<file path="src/rtl/msi_pkg.sv">
package msi_pkg;
   typedef enum logic [1:0] {
      LVL_INV = 2'd0,
      LVL_SHR = 2'd1,
      LVL_MOD = 2'd2
   } msi_lvl_t;

   localparam int LVL_W = 2;
endpackage

</file>
<file path="src/rtl/msi_line_bank.sv">
module msi_line_bank
   import msi_pkg::*;
#(
   parameter int LINES  = 4,
   parameter int DATA_W = 8,
   localparam int IDX_W = $clog2(LINES)
) (
   input  logic                     clk,
   input  logic                     rst_n,
   input  logic [IDX_W-1:0]         wr_idx,
   input  logic                     lvl_we,
   input  logic [LVL_W-1:0]         lvl_wv,
   input  logic                     data_we,
   input  logic [DATA_W-1:0]        data_wv,
   input  logic                     pend_we,
   input  logic [LVL_W-1:0]         pend_wv,
   output logic [LVL_W*LINES-1:0]   lvl_flat,
   output logic [LVL_W*LINES-1:0]   pend_flat,
   output logic [DATA_W*LINES-1:0]  data_flat
);
   generate
      for (genvar g = 0; g < LINES; g++) begin : g_line
         logic [LVL_W-1:0]  lvl_q;
         logic [LVL_W-1:0]  pend_q;
         logic [DATA_W-1:0] data_q;
         logic              hit;

         assign hit = (wr_idx == IDX_W'(g));

         always_ff @(posedge clk) begin
            if (!rst_n) begin
               lvl_q  <= LVL_INV;
               pend_q <= LVL_INV;
               data_q <= '0;
            end else begin
               if (hit && lvl_we)  lvl_q  <= lvl_wv;
               if (hit && pend_we) pend_q <= pend_wv;
               if (hit && data_we) data_q <= data_wv;
            end
         end

         assign lvl_flat[g*LVL_W +: LVL_W]    = lvl_q;
         assign pend_flat[g*LVL_W +: LVL_W]   = pend_q;
         assign data_flat[g*DATA_W +: DATA_W] = data_q;
      end
   endgenerate
endmodule

</file>
<file path="src/rtl/msi_line_pick.sv">
module msi_line_pick #(
   parameter int LINES = 4,
   parameter int W     = 2,
   localparam int IDX_W = $clog2(LINES)
) (
   input  logic [W*LINES-1:0] flat,
   input  logic [IDX_W-1:0]   idx,
   output logic [W-1:0]       val
);
   always_comb begin
      val = '0;
      for (int i = 0; i < LINES; i++) begin
         if (idx == IDX_W'(i)) val = flat[i*W +: W];
      end
   end
endmodule

</file>
<file path="src/rtl/msi_perm_check.sv">
module msi_perm_check
   import msi_pkg::*;
(
   input  logic [LVL_W-1:0] cur,
   input  logic             is_store,
   output logic             allowed,
   output logic [LVL_W-1:0] need
);
   always_comb begin
      need    = is_store ? LVL_MOD : LVL_SHR;
      allowed = (cur >= need);
   end
endmodule

</file>
<file path="src/rtl/msi_action_arb.sv">
module msi_action_arb
   import msi_pkg::*;
#(
   parameter int IDX_W  = 2,
   parameter int DATA_W = 8,
   parameter int TAG_W  = 4
) (
   input  logic              req_valid,
   input  logic              req_is_store,
   input  logic [IDX_W-1:0]  req_addr,
   input  logic [DATA_W-1:0] req_wdata,
   input  logic [TAG_W-1:0]  req_tag,
   input  logic              req_allowed,
   input  logic [LVL_W-1:0]  req_need,
   input  logic [LVL_W-1:0]  req_pend,
   input  logic [DATA_W-1:0] req_line,
   input  logic              p2c_valid,
   input  logic              p2c_is_dn,
   input  logic [IDX_W-1:0]  p2c_addr,
   input  logic [LVL_W-1:0]  p2c_state,
   input  logic [DATA_W-1:0] p2c_data,
   input  logic [LVL_W-1:0]  p2c_cur,
   input  logic [DATA_W-1:0] p2c_line,
   input  logic              ev_valid,
   input  logic [IDX_W-1:0]  ev_addr,
   input  logic [LVL_W-1:0]  ev_state,
   input  logic [LVL_W-1:0]  ev_cur,
   input  logic [DATA_W-1:0] ev_line,
   input  logic              upq_ready,
   input  logic              dnr_ready,
   output logic              rsp_valid,
   output logic [TAG_W-1:0]  rsp_tag,
   output logic [DATA_W-1:0] rsp_data,
   output logic              upq_valid,
   output logic [IDX_W-1:0]  upq_addr,
   output logic [LVL_W-1:0]  upq_state,
   output logic              p2c_pop,
   output logic              dnr_valid,
   output logic [IDX_W-1:0]  dnr_addr,
   output logic [LVL_W-1:0]  dnr_state,
   output logic [DATA_W-1:0] dnr_data,
   output logic              ev_done,
   output logic [IDX_W-1:0]  wr_idx,
   output logic              lvl_we,
   output logic [LVL_W-1:0]  lvl_wv,
   output logic              data_we,
   output logic [DATA_W-1:0] data_wv,
   output logic              pend_we,
   output logic [LVL_W-1:0]  pend_wv
);
   always_comb begin
      rsp_valid = 1'b0;
      rsp_tag   = req_tag;
      rsp_data  = req_is_store ? req_wdata : req_line;
      upq_valid = 1'b0;
      upq_addr  = req_addr;
      upq_state = req_need;
      p2c_pop   = 1'b0;
      dnr_valid = 1'b0;
      dnr_addr  = p2c_addr;
      dnr_state = p2c_state;
      dnr_data  = p2c_line;
      ev_done   = 1'b0;
      wr_idx    = req_addr;
      lvl_we    = 1'b0;
      lvl_wv    = p2c_state;
      data_we   = 1'b0;
      data_wv   = req_wdata;
      pend_we   = 1'b0;
      pend_wv   = LVL_INV;

      if (p2c_valid) begin
         wr_idx = p2c_addr;
         if (!p2c_is_dn) begin
            p2c_pop = 1'b1;
            lvl_we  = 1'b1;
            data_we = 1'b1;
            data_wv = p2c_data;
            pend_we = 1'b1;
            pend_wv = LVL_INV;
         end else if (p2c_cur <= p2c_state) begin
            p2c_pop = 1'b1;
         end else begin
            dnr_valid = 1'b1;
            if (dnr_ready) begin
               p2c_pop = 1'b1;
               lvl_we  = 1'b1;
            end
         end
      end else if (ev_valid) begin
         wr_idx    = ev_addr;
         lvl_wv    = ev_state;
         dnr_addr  = ev_addr;
         dnr_state = ev_state;
         dnr_data  = ev_line;
         if (ev_cur <= ev_state) begin
            ev_done = 1'b1;
         end else begin
            dnr_valid = 1'b1;
            if (dnr_ready) begin
               ev_done = 1'b1;
               lvl_we  = 1'b1;
            end
         end
      end else if (req_valid) begin
         if (req_allowed) begin
            rsp_valid = 1'b1;
            data_we   = req_is_store;
         end else if (req_pend < req_need) begin
            upq_valid = 1'b1;
            pend_we   = upq_ready;
            pend_wv   = req_need;
         end
      end
   end
endmodule

</file>
<file path="src/rtl/msi_child_ctrl.sv">
module msi_child_ctrl
   import msi_pkg::*;
#(
   parameter int LINES  = 4,
   parameter int DATA_W = 8,
   parameter int TAG_W  = 4,
   localparam int IDX_W = $clog2(LINES)
) (
   input  logic              clk,
   input  logic              rst_n,
   input  logic              req_valid,
   input  logic              req_is_store,
   input  logic [IDX_W-1:0]  req_addr,
   input  logic [DATA_W-1:0] req_wdata,
   input  logic [TAG_W-1:0]  req_tag,
   output logic              rsp_valid,
   output logic [TAG_W-1:0]  rsp_tag,
   output logic [DATA_W-1:0] rsp_data,
   output logic              upq_valid,
   input  logic              upq_ready,
   output logic [IDX_W-1:0]  upq_addr,
   output logic [1:0]        upq_state,
   input  logic              p2c_valid,
   input  logic              p2c_is_dn,
   input  logic [IDX_W-1:0]  p2c_addr,
   input  logic [1:0]        p2c_state,
   input  logic [DATA_W-1:0] p2c_data,
   output logic              p2c_pop,
   output logic              dnr_valid,
   input  logic              dnr_ready,
   output logic [IDX_W-1:0]  dnr_addr,
   output logic [1:0]        dnr_state,
   output logic [DATA_W-1:0] dnr_data,
   input  logic              ev_valid,
   input  logic [IDX_W-1:0]  ev_addr,
   input  logic [1:0]        ev_state,
   output logic              ev_done
);
   generate
      if (LINES < 2 || (1 << IDX_W) != LINES) begin : g_bad_lines
         $error("LINES must be a power of two of at least 2");
      end
      if (DATA_W < 1 || TAG_W < 1) begin : g_bad_width
         $error("DATA_W and TAG_W must be positive");
      end
   endgenerate

   logic [LVL_W*LINES-1:0]  lvl_flat;
   logic [LVL_W*LINES-1:0]  pend_flat;
   logic [DATA_W*LINES-1:0] data_flat;

   logic [IDX_W-1:0]  wr_idx;
   logic              lvl_we, data_we, pend_we;
   logic [LVL_W-1:0]  lvl_wv, pend_wv;
   logic [DATA_W-1:0] data_wv;

   logic [LVL_W-1:0]  req_cur, req_pend, p2c_cur, ev_cur, req_need;
   logic [DATA_W-1:0] req_line, p2c_line, ev_line;
   logic              req_allowed;

   msi_line_bank #(.LINES(LINES), .DATA_W(DATA_W)) u_bank (
      .clk(clk), .rst_n(rst_n), .wr_idx(wr_idx),
      .lvl_we(lvl_we), .lvl_wv(lvl_wv),
      .data_we(data_we), .data_wv(data_wv),
      .pend_we(pend_we), .pend_wv(pend_wv),
      .lvl_flat(lvl_flat), .pend_flat(pend_flat), .data_flat(data_flat)
   );

   msi_line_pick #(.LINES(LINES), .W(LVL_W))  u_pk_rlvl (.flat(lvl_flat),  .idx(req_addr), .val(req_cur));
   msi_line_pick #(.LINES(LINES), .W(LVL_W))  u_pk_rpnd (.flat(pend_flat), .idx(req_addr), .val(req_pend));
   msi_line_pick #(.LINES(LINES), .W(DATA_W)) u_pk_rdat (.flat(data_flat), .idx(req_addr), .val(req_line));
   msi_line_pick #(.LINES(LINES), .W(LVL_W))  u_pk_plvl (.flat(lvl_flat),  .idx(p2c_addr), .val(p2c_cur));
   msi_line_pick #(.LINES(LINES), .W(DATA_W)) u_pk_pdat (.flat(data_flat), .idx(p2c_addr), .val(p2c_line));
   msi_line_pick #(.LINES(LINES), .W(LVL_W))  u_pk_elvl (.flat(lvl_flat),  .idx(ev_addr),  .val(ev_cur));
   msi_line_pick #(.LINES(LINES), .W(DATA_W)) u_pk_edat (.flat(data_flat), .idx(ev_addr),  .val(ev_line));

   msi_perm_check u_perm (
      .cur(req_cur), .is_store(req_is_store), .allowed(req_allowed), .need(req_need)
   );

   msi_action_arb #(.IDX_W(IDX_W), .DATA_W(DATA_W), .TAG_W(TAG_W)) u_arb (
      .req_valid(req_valid), .req_is_store(req_is_store), .req_addr(req_addr),
      .req_wdata(req_wdata), .req_tag(req_tag), .req_allowed(req_allowed),
      .req_need(req_need), .req_pend(req_pend), .req_line(req_line),
      .p2c_valid(p2c_valid), .p2c_is_dn(p2c_is_dn), .p2c_addr(p2c_addr),
      .p2c_state(p2c_state), .p2c_data(p2c_data), .p2c_cur(p2c_cur), .p2c_line(p2c_line),
      .ev_valid(ev_valid), .ev_addr(ev_addr), .ev_state(ev_state),
      .ev_cur(ev_cur), .ev_line(ev_line),
      .upq_ready(upq_ready), .dnr_ready(dnr_ready),
      .rsp_valid(rsp_valid), .rsp_tag(rsp_tag), .rsp_data(rsp_data),
      .upq_valid(upq_valid), .upq_addr(upq_addr), .upq_state(upq_state),
      .p2c_pop(p2c_pop),
      .dnr_valid(dnr_valid), .dnr_addr(dnr_addr), .dnr_state(dnr_state), .dnr_data(dnr_data),
      .ev_done(ev_done),
      .wr_idx(wr_idx), .lvl_we(lvl_we), .lvl_wv(lvl_wv),
      .data_we(data_we), .data_wv(data_wv), .pend_we(pend_we), .pend_wv(pend_wv)
   );
endmodule

</file>
<file path="config.mk">
export PLATFORM = sky130hd
export DESIGN_NAME = msi_child_ctrl
export DESIGN_NICKNAME = d
export VERILOG_FILES = /design/src/rtl/msi_pkg.sv /design/src/rtl/msi_line_bank.sv /design/src/rtl/msi_line_pick.sv /design/src/rtl/msi_perm_check.sv /design/src/rtl/msi_action_arb.sv /design/src/rtl/msi_child_ctrl.sv
export SDC_FILE = /design/constraint.sdc
export NUM_CORES = 1
export LEC_CHECK = 0
export CAP_MARGIN = 20
export CORE_MARGIN = 2
export CORE_UTILIZATION = 52
export DETAILED_ROUTE_END_ITERATION = 16
export PLACE_DENSITY = 0.9
export SETUP_SLACK_MARGIN = 0.4
export SYNTH_ARGS = -nofsm -noshare
export SYNTH_HDL_FRONTEND = slang
export SYNTH_HIERARCHICAL = 1
export SYNTH_SLANG_ARGS = --single-unit
</file>
<file path="constraint.sdc">
create_clock -name clk -period 6.88 [get_ports clk]
set_clock_uncertainty 0.1 [all_clocks]
set_input_delay 1.032 -clock clk [delete_from_list [all_inputs] [get_ports clk]]
set_output_delay 1.032 -clock clk [all_outputs]
set_load 0.02 [all_outputs]
</file>
==> results of run 1 <==
-- metrics by stage --
| stage | worst slack (ns) | hold WS (ns) | instances | util | instance area, um2 |
|---|---|---|---|---|---|
| after global routing | 1.493 | 0.3809 | 427 | 0.6375 | 4025 |
| after detailed placement | 1.700 | 0.3491 | 417 | 0.6175 | 3899 |
| after global placement | 1.721 | 0.3418 | 417 | 0.6175 | 3899 |
| after CTS | 1.694 | 0.3612 | 425 | 0.6359 | 4015 |
| final | 1.670 | 0.3608 | 427 | 0.6375 | 4025 |
| after floorplan | 3.131 | 0.3304 | 310 | - | 3385 |
-- flip-flops by register name, summed over array words and instances (netlist names) --
name,flops
u_bank/g_line.data_q,32
u_bank/g_line.lvl_q,8
u_bank/g_line.pend_q,8
-- cells by family (layout without fill, tap and decap cells) --
family          count (synthesis)  in the layout  share of synthesized area
compound gates                 14             14                    0.03401
flops                          48             48                     0.2839
buf+inv                        43             83                    0.07356
fa+ha+maj                       7              7                    0.02588
mux                           109            109                     0.4595
simple gates                   89             89                     0.1231
-- synth_stat cells --
master,instances,area share
nand3b_1,6,0.013
nor3b_1,2,0.0044
and2_1,2,0.0037
nand2b_1,3,0.0055
buf_4,11,0.024
nand2_1,67,0.074
buf_6,4,0.013
mux2_2,27,0.090
mux4_2,24,0.16
o211ai_1,3,0.0067
ha_1,7,0.026
clkbuf_2,3,0.0044
dfxtp_1,48,0.28
o21a_1,2,0.0044
or3b_1,1,0.0026
or3b_4,1,0.0033
mux4_1,8,0.062
nand3_2,1,0.0030
inv_1,9,0.010
and4bb_2,1,0.0037
mux2i_1,50,0.15
o2bb2ai_1,1,0.0026
buf_2,10,0.015
nor2b_2,1,0.0026
nor2b_1,2,0.0037
o21ai_0,5,0.0074
clkbuf_1,6,0.0067
a21o_1,1,0.0022
a2111oi_4,1,0.0081
o2111ai_1,1,0.0026
nand3_1,2,0.0030
-- routing by layer --
layer / share of wire / vias to the layer above
li1: - / 1206
met3: 0.072 / 8
met2: 0.50 / 109
met4: 0.013 / 0
met5: 0 / -
met1: 0.42 / 1271
-- cell usage in the layout, fill, tap and decap left out, drive strengths merged --
| cell type | n |
|---|---|
| nand2b | 3 |
| nand3 | 3 |
| and2 | 2 |
| buf | 4 |
| ha | 7 |
| a2111oi | 1 |
| nor3b | 2 |
| clkinv | 2 |
| a21o | 1 |
| mux2i | 50 |
| nand3b | 6 |
| inv | 9 |
| o2bb2ai | 1 |
| nand2 | 67 |
| o21ai | 5 |
| o211ai | 3 |
| clkbuf | 5 |
| or3b | 2 |
| bufinv | 1 |
| o21a | 2 |
| dfxtp | 48 |
| and4bb | 1 |
| mux2 | 27 |
| nor2b | 3 |
| o2111ai | 1 |
| mux4 | 32 |
| clkdlybuf4s50 | 62 |
-- area by class of cell --
class                      instances  area [um2]
clock buffer                       5       68.82
tap                               77       96.34
fill                             481        2288
multi-input combinational        219        2175
sequential                        48       960.9
timing repair buffer              66       643.1
inverter                           9       33.78
clock inverter                     3       47.55
-- worst max-delay path: stages --
cell             delay [ns]
clkdlybuf4s50_1        0.95
mux4_1                 0.42
inv_1                  0.08
ha_1                   0.22
nand2b_1               0.15
a21o_1                 0.22
a2111oi_4              0.35
clkdlybuf4s50_1        0.67
-- worst min-delay path by stage --
| stage | start | endpoint | slack (ns) | cells after the start |
|---|---|---|---|---|
| global route | u_bank/g_line[1].pend_q[1]$_SDFFE_PN0P_ | u_bank/g_line[1].pend_q[1]$_SDFFE_PN0P_ | 0.38 | 2 |
| finish | u_bank/g_line[0].pend_q[1]$_SDFFE_PN0P_ | u_bank/g_line[0].pend_q[1]$_SDFFE_PN0P_ | 0.36 | 2 |
| global placement | u_bank/g_line[3].pend_q[1]$_SDFFE_PN0P_ | u_bank/g_line[3].pend_q[1]$_SDFFE_PN0P_ | 0.34 | 2 |
| detailed placement | u_bank/g_line[1].pend_q[1]$_SDFFE_PN0P_ | u_bank/g_line[1].pend_q[1]$_SDFFE_PN0P_ | 0.35 | 2 |
| CTS | u_bank/g_line[1].pend_q[1]$_SDFFE_PN0P_ | u_bank/g_line[1].pend_q[1]$_SDFFE_PN0P_ | 0.36 | 2 |
| floorplan | u_bank/g_line[0].pend_q[0]$_SDFFE_PN0P_ | u_bank/g_line[0].pend_q[0]$_SDFFE_PN0P_ | 0.33 | 2 |
-- power breakdown --
part	internal, mW	leakage (nW)	total (mW)	switching [mW]
Sequential	0.285	0.388	0.292	0.00691
Combinational	0.0766	1.31	0.150	0.0733
Clock	0.110	0.0583	0.210	0.101
==> results by group, run 1 <==
Clocking
  • Clock insertion delay at the later pin of the skew report: 0.31 ns
  • Clock Root Buffer: clkbuf_8
  • Clock Sinks: 48
  • CTS Buf Count: 5
  • Clk slew on worst S/H paths: 0.09 ns
  • CTS tree: built
  • Max clock buf depth: 2
  • Setup bufs post-CTS: 0
  • Hold_buf cts: 0
  • Post-CTS Resized: 0
  • H-tree level count: 2

Placement
  • GP Congestion: 0.8283
  • Detailed Place HPWL: 5646 um
  • IO Port Bufs: 63

Setup path
  • Crit path DAT: 4.08 ns
  • Reg2Reg Setup Slack: 3.83 ns
  • Crit path launch: req_addr[1]
  • CP max FO: 14
  • Crit path capture: upq_valid
  • CP endpoint kind: output pin
  • R2R cell count: 10
  • Worst Path Required: 5.75 ns
  • Crit Reg-Reg Startpoint: u_bank/g_line[2].lvl_q[0]$_SDFFE_PN0P_
  • Worst reg2reg path endpoint: u_bank/g_line[0].data_q[7]$_SDFFE_PN0P_
  • Critical path class: input port to output pin
  • CP Launch Type: input port

GRT
  • Total gr overflow: 0
  • Vias in the first global route: 2673
  • GRT busiest layer: met2
  • GR Layer Usage met1: 0.3000
  • Pin count of the biggest net entering global routing: 61
  • M3 GR Usage: 0.03933
  • Global Route met2 Usage: 0.3916
  • First-pass GRT wire length: 13260 um
  • Initial antenna violation count: 0
  • Gr usage total: 0.2335

Die
  • Row count: 29
  • Die area: 7170 um2
  • Area of the core: 6314 um2
  • Die width: 84.68 um
  • Top-Level Pins: 72
  • Die height: 84.68 um
  • Initial Util: 0.5361

Routing
  • Post-route DRC violation count: 0
  • Post-route ant nets: 0
  • Final wirelength: 8153 um
  • Initial DRC Count: 173
  • Avg WL per Cell: 19.09 um
  • Vias per cell: 6.075
  • Via count: 2594
  • First drt pass iteration count: 4

STA
  • Slew Limit Fails: 0
  • Slew @ Worst Pin: 1.077 ns
  • Crit share post-route: 0.7573
  • Slew headroom: 0.2820
  • F_max: 191.9 MHz
  • Final hold vios: 0
  • Min Tclk post-route: 5.210 ns
  • Final setup fails: 0
  • RSZ-0062 raised after global routing: no
  • Final setup TNS: 0 ns

Cells and area
  • # diodes: 0
  • Area grow syn2layout: 18.93%
  • Layout cells sized above 1: 0.1943
  • Layout Nets: 395

Yosys
  • Post-synth cell types: 31
  • Net Count, Synth: 356
  • Synthesized area: 3384 um2
  • Seq/Total Area, Yosys: 0.2839
  • Yosys warning total: 6
  • Flops & latches, synth: 48
  • Mapped Cells: 310
  • Synth Area per Inst: 10.92 um2

Power and ir drop
  • VDD IR max: 111.3 uV
  • Leak: 1.752 nW
  • Pwr Density: 162.1 nW/um2
  • Power consumption: 652.4 uW

Outcome
  • Outcome: finished clean

Run
  • Max Cap Violations: 0

Min path
  • Class of the worst hold path: register to register
(Power assumes the default switching activity.)
==> run 2: changes to the inputs <==
CORE_UTILIZATION = 47   (was 52)
PLACE_DENSITY = 0.87   (was 0.9)
clock period = 4.3 ns   (was 6.88 ns; I/O delays follow)
==> run 2 against run 1 <==
Compared with the run above:
- final area grew 4.0%
- sequential power grew 60%
- power grew 70%
- global-route usage shrank 1.4 points
- setup slack lost 1.2 ns
- cell count grew 8.0%
- sequential cell count is the same
- clock-buffer cell count is the same
==> results by group, run 2 (synthesis results as in run 1) <==
Min path
  • Class of the worst hold path: register to register

Routing
  • Avg WL per Cell: 18.46 um (-3.3%)
  • Post-route ant nets: 0 (unchanged)
  • Vias per cell: 5.742 (-5.5%)
  • Via count: 2647 (+2.0%)
  • Post-route DRC violation count: 0 (unchanged)
  • Final wirelength: 8510 um (+4.4%)
  • Initial DRC Count: 234 (+35%)
  • First drt pass iteration count: 4 (unchanged)

Placement
  • IO Port Bufs: 63 (unchanged)
  • Detailed Place HPWL: 6214 um (+10%)
  • GP Congestion: 0.9329 (+13%)
  • Placed Cells: 453 (+8.6%)

Cells and area
  • Largest regs: u_bank/g_line.data_q x32, u_bank/g_line.lvl_q x8, u_bank/g_line.pend_q x8
  • Largest Register: u_bank/g_line.data_q
  • Filler Cell Count: 553 (+15%)
  • FF+latch area: 960.9 um2 (unchanged)
  • Layout Nets: 410 (+3.8%)
  • Most common cell after layout, fill and taps aside: nand2_1
  • Multi-input logic area: 2175 um2 (unchanged)
  • Most frequent cells in the layout: nand2_1 (67), clkdlybuf4s50_1 (57), mux2i_1 (50), dfxtp_1 (48), mux2_2 (27)
  • Layout Cells excl Fill: 461 (+8.0%)
  • Area grow syn2layout: 23.66%
  • Layout cells sized above 1: 0.2274 (+0.03311)
  • Max reg flops: 32 (unchanged)
  • # diodes: 0 (unchanged)

Outcome
  • Outcome: finished clean

GRT
  • First-pass GRT wire length: 13100 um (-1.2%)
  • Initial antenna violation count: 0 (unchanged)
  • Gr usage total: 0.2196 (-0.01390)
  • Total gr overflow: 0 (unchanged)
  • Vias in the first global route: 2627 (-1.7%)
  • Pin count of the biggest net entering global routing: 61 (unchanged)

STA
  • F_max: 261.3 MHz
  • Min Tclk post-route: 3.827 ns
  • Final setup TNS: 0 ns (unchanged)
  • RSZ-0062 raised after global routing: no
  • Final hold vios: 0 (unchanged)
  • Slew Limit Fails: 0 (unchanged)
  • Crit share post-route: 0.8900
  • Slew @ Worst Pin: 1.043 ns (-0.03368 ns)
  • Final setup fails: 0 (unchanged)
  • Slew headroom: 0.3044 (+0.02245)

Clocking
  • Clock Sinks: 48 (unchanged)
  • Max clock buf depth: 2 (unchanged)
  • CTS Buf Count: 5 (unchanged)
  • Clock insertion delay at the later pin of the skew report: 0.30 ns (about the same)
  • CTS tree: built
  • H-tree level count: 2 (unchanged)
  • Clk slew on worst S/H paths: 0.08 ns (about the same)
  • Clock Root Buffer: clkbuf_8

Setup path
  • CP endpoint kind: output pin
  • CP Launch Type: input port
  • Critical path class: input port to output pin
  • CP max FO: 4 (-10)
  • Crit path DAT: 3.08 ns (-1.00 ns)
  • Worst Path Required: 3.56 ns (-2.19 ns)

Power and ir drop
  • Pwr Density: 264.5 nW/um2 (+63%)
  • VDD IR max: 182.0 uV (+63%)
  • Leak: 1.865 nW (+6.4%)

Die
  • Die height: 88.86 um (+4.9%)
  • Row count: 30 (+3.4%)
  • Area of the core: 6869 um2 (+8.8%)
  • Initial Util: 0.4927 (-0.04335)
  • Top-Level Pins: 72 (unchanged)
  • Die area: 7896 um2 (+10%)
  • Die width: 88.86 um (+4.9%)

Run
  • Max Cap Violations: 0 (unchanged)
==> run 2: cell types whose count changed in the layout (fill, tap and decap cells not counted) <==
cell	delta
clkdlybuf4s50_1	-5
dlymetal6s2s_1	+1
clkinv_4	-2
buf_2	-2
bufinv_16	+1
inv_6	+1
buf_4	+17
dlygate4sd2_1	+4
==> run 2: what timing repair did <==
action | CTS | global route
hold buffers | 0 | 0
pin swaps | 0 | 0
setup endpoints to repair | 4 | 1
setup buffers | 0 | 0
gates resized for setup | 4 | 1
==> run 2: final cells by class <==
type	count	area share
sequential	48	0.2296
timing repair buffer	81	0.1812
clock inverter	3	0.01644
multi-input combinational	219	0.5196
tap	96	0.02870
clock buffer	5	0.01644
inverter	9	0.008072
==> run 2: final timing paths <==
kind / startpoint / endpoint / slack (ns) / depth (start not counted)
worst min-delay path: u_bank/g_line[1].pend_q[1]$_SDFFE_PN0P_ / u_bank/g_line[1].pend_q[1]$_SDFFE_PN0P_ / 0.37 / 2
worst min register to register: u_bank/g_line[1].pend_q[1]$_SDFFE_PN0P_ / u_bank/g_line[1].pend_q[1]$_SDFFE_PN0P_ / 0.37 / 2
worst max-delay path: req_addr[0] / upq_valid / 0.47 / 8
worst max register to register: u_bank/g_line[0].lvl_q[0]$_SDFFE_PN0P_ / u_bank/g_line[0].pend_q[1]$_SDFFE_PN0P_ / 1.19 / 10
==> run 2: power by group <==
group / switching [mW] / internal, mW / leakage (nW)
logic: 0.121 / 0.130 / 1.41
registers: 0.0114 / 0.456 / 0.388
clock network: 0.155 / 0.234 / 0.0687
==> run 2: stage by stage <==
step / hold WS (ns) / util / setup slack [ns] / cell area, um2 / total power, mW
after floorplan: 0.3304 / - / 1.124 / 3385 / 0.6351
after CTS: 0.3682 / 0.6089 / 0.4166 / 4183 / 1.110
final: 0.3687 / 0.6093 / 0.4732 / 4185 / 1.107
after detailed placement: 0.3558 / 0.5896 / 0.1884 / 4050 / 0.7264
after global placement: 0.3414 / 0.5896 / 0.2209 / 4050 / 0.7189
after global routing: 0.3939 / 0.6093 / 0.4011 / 4185 / 1.146
==> run 2: worst max-delay path: stages <==
cell             delay (ns)
clkdlybuf4s50_1        0.55
mux4_1                 0.56
inv_1                  0.07
ha_1                   0.22
nand2b_1               0.15
a21o_1                 0.21
a2111oi_4              0.29
dlygate4sd2_1          0.38
==> run 2: layer usage <==
| layer | GRT usage | share of wire |
|---|---|---|
| met3 | 0.03545 | 0.058 |
| met1 | 0.2822 | 0.42 |
| met4 | 0.06336 | 0.014 |
| met5 | 0 | 0 |
| met2 | 0.3820 | 0.50 |
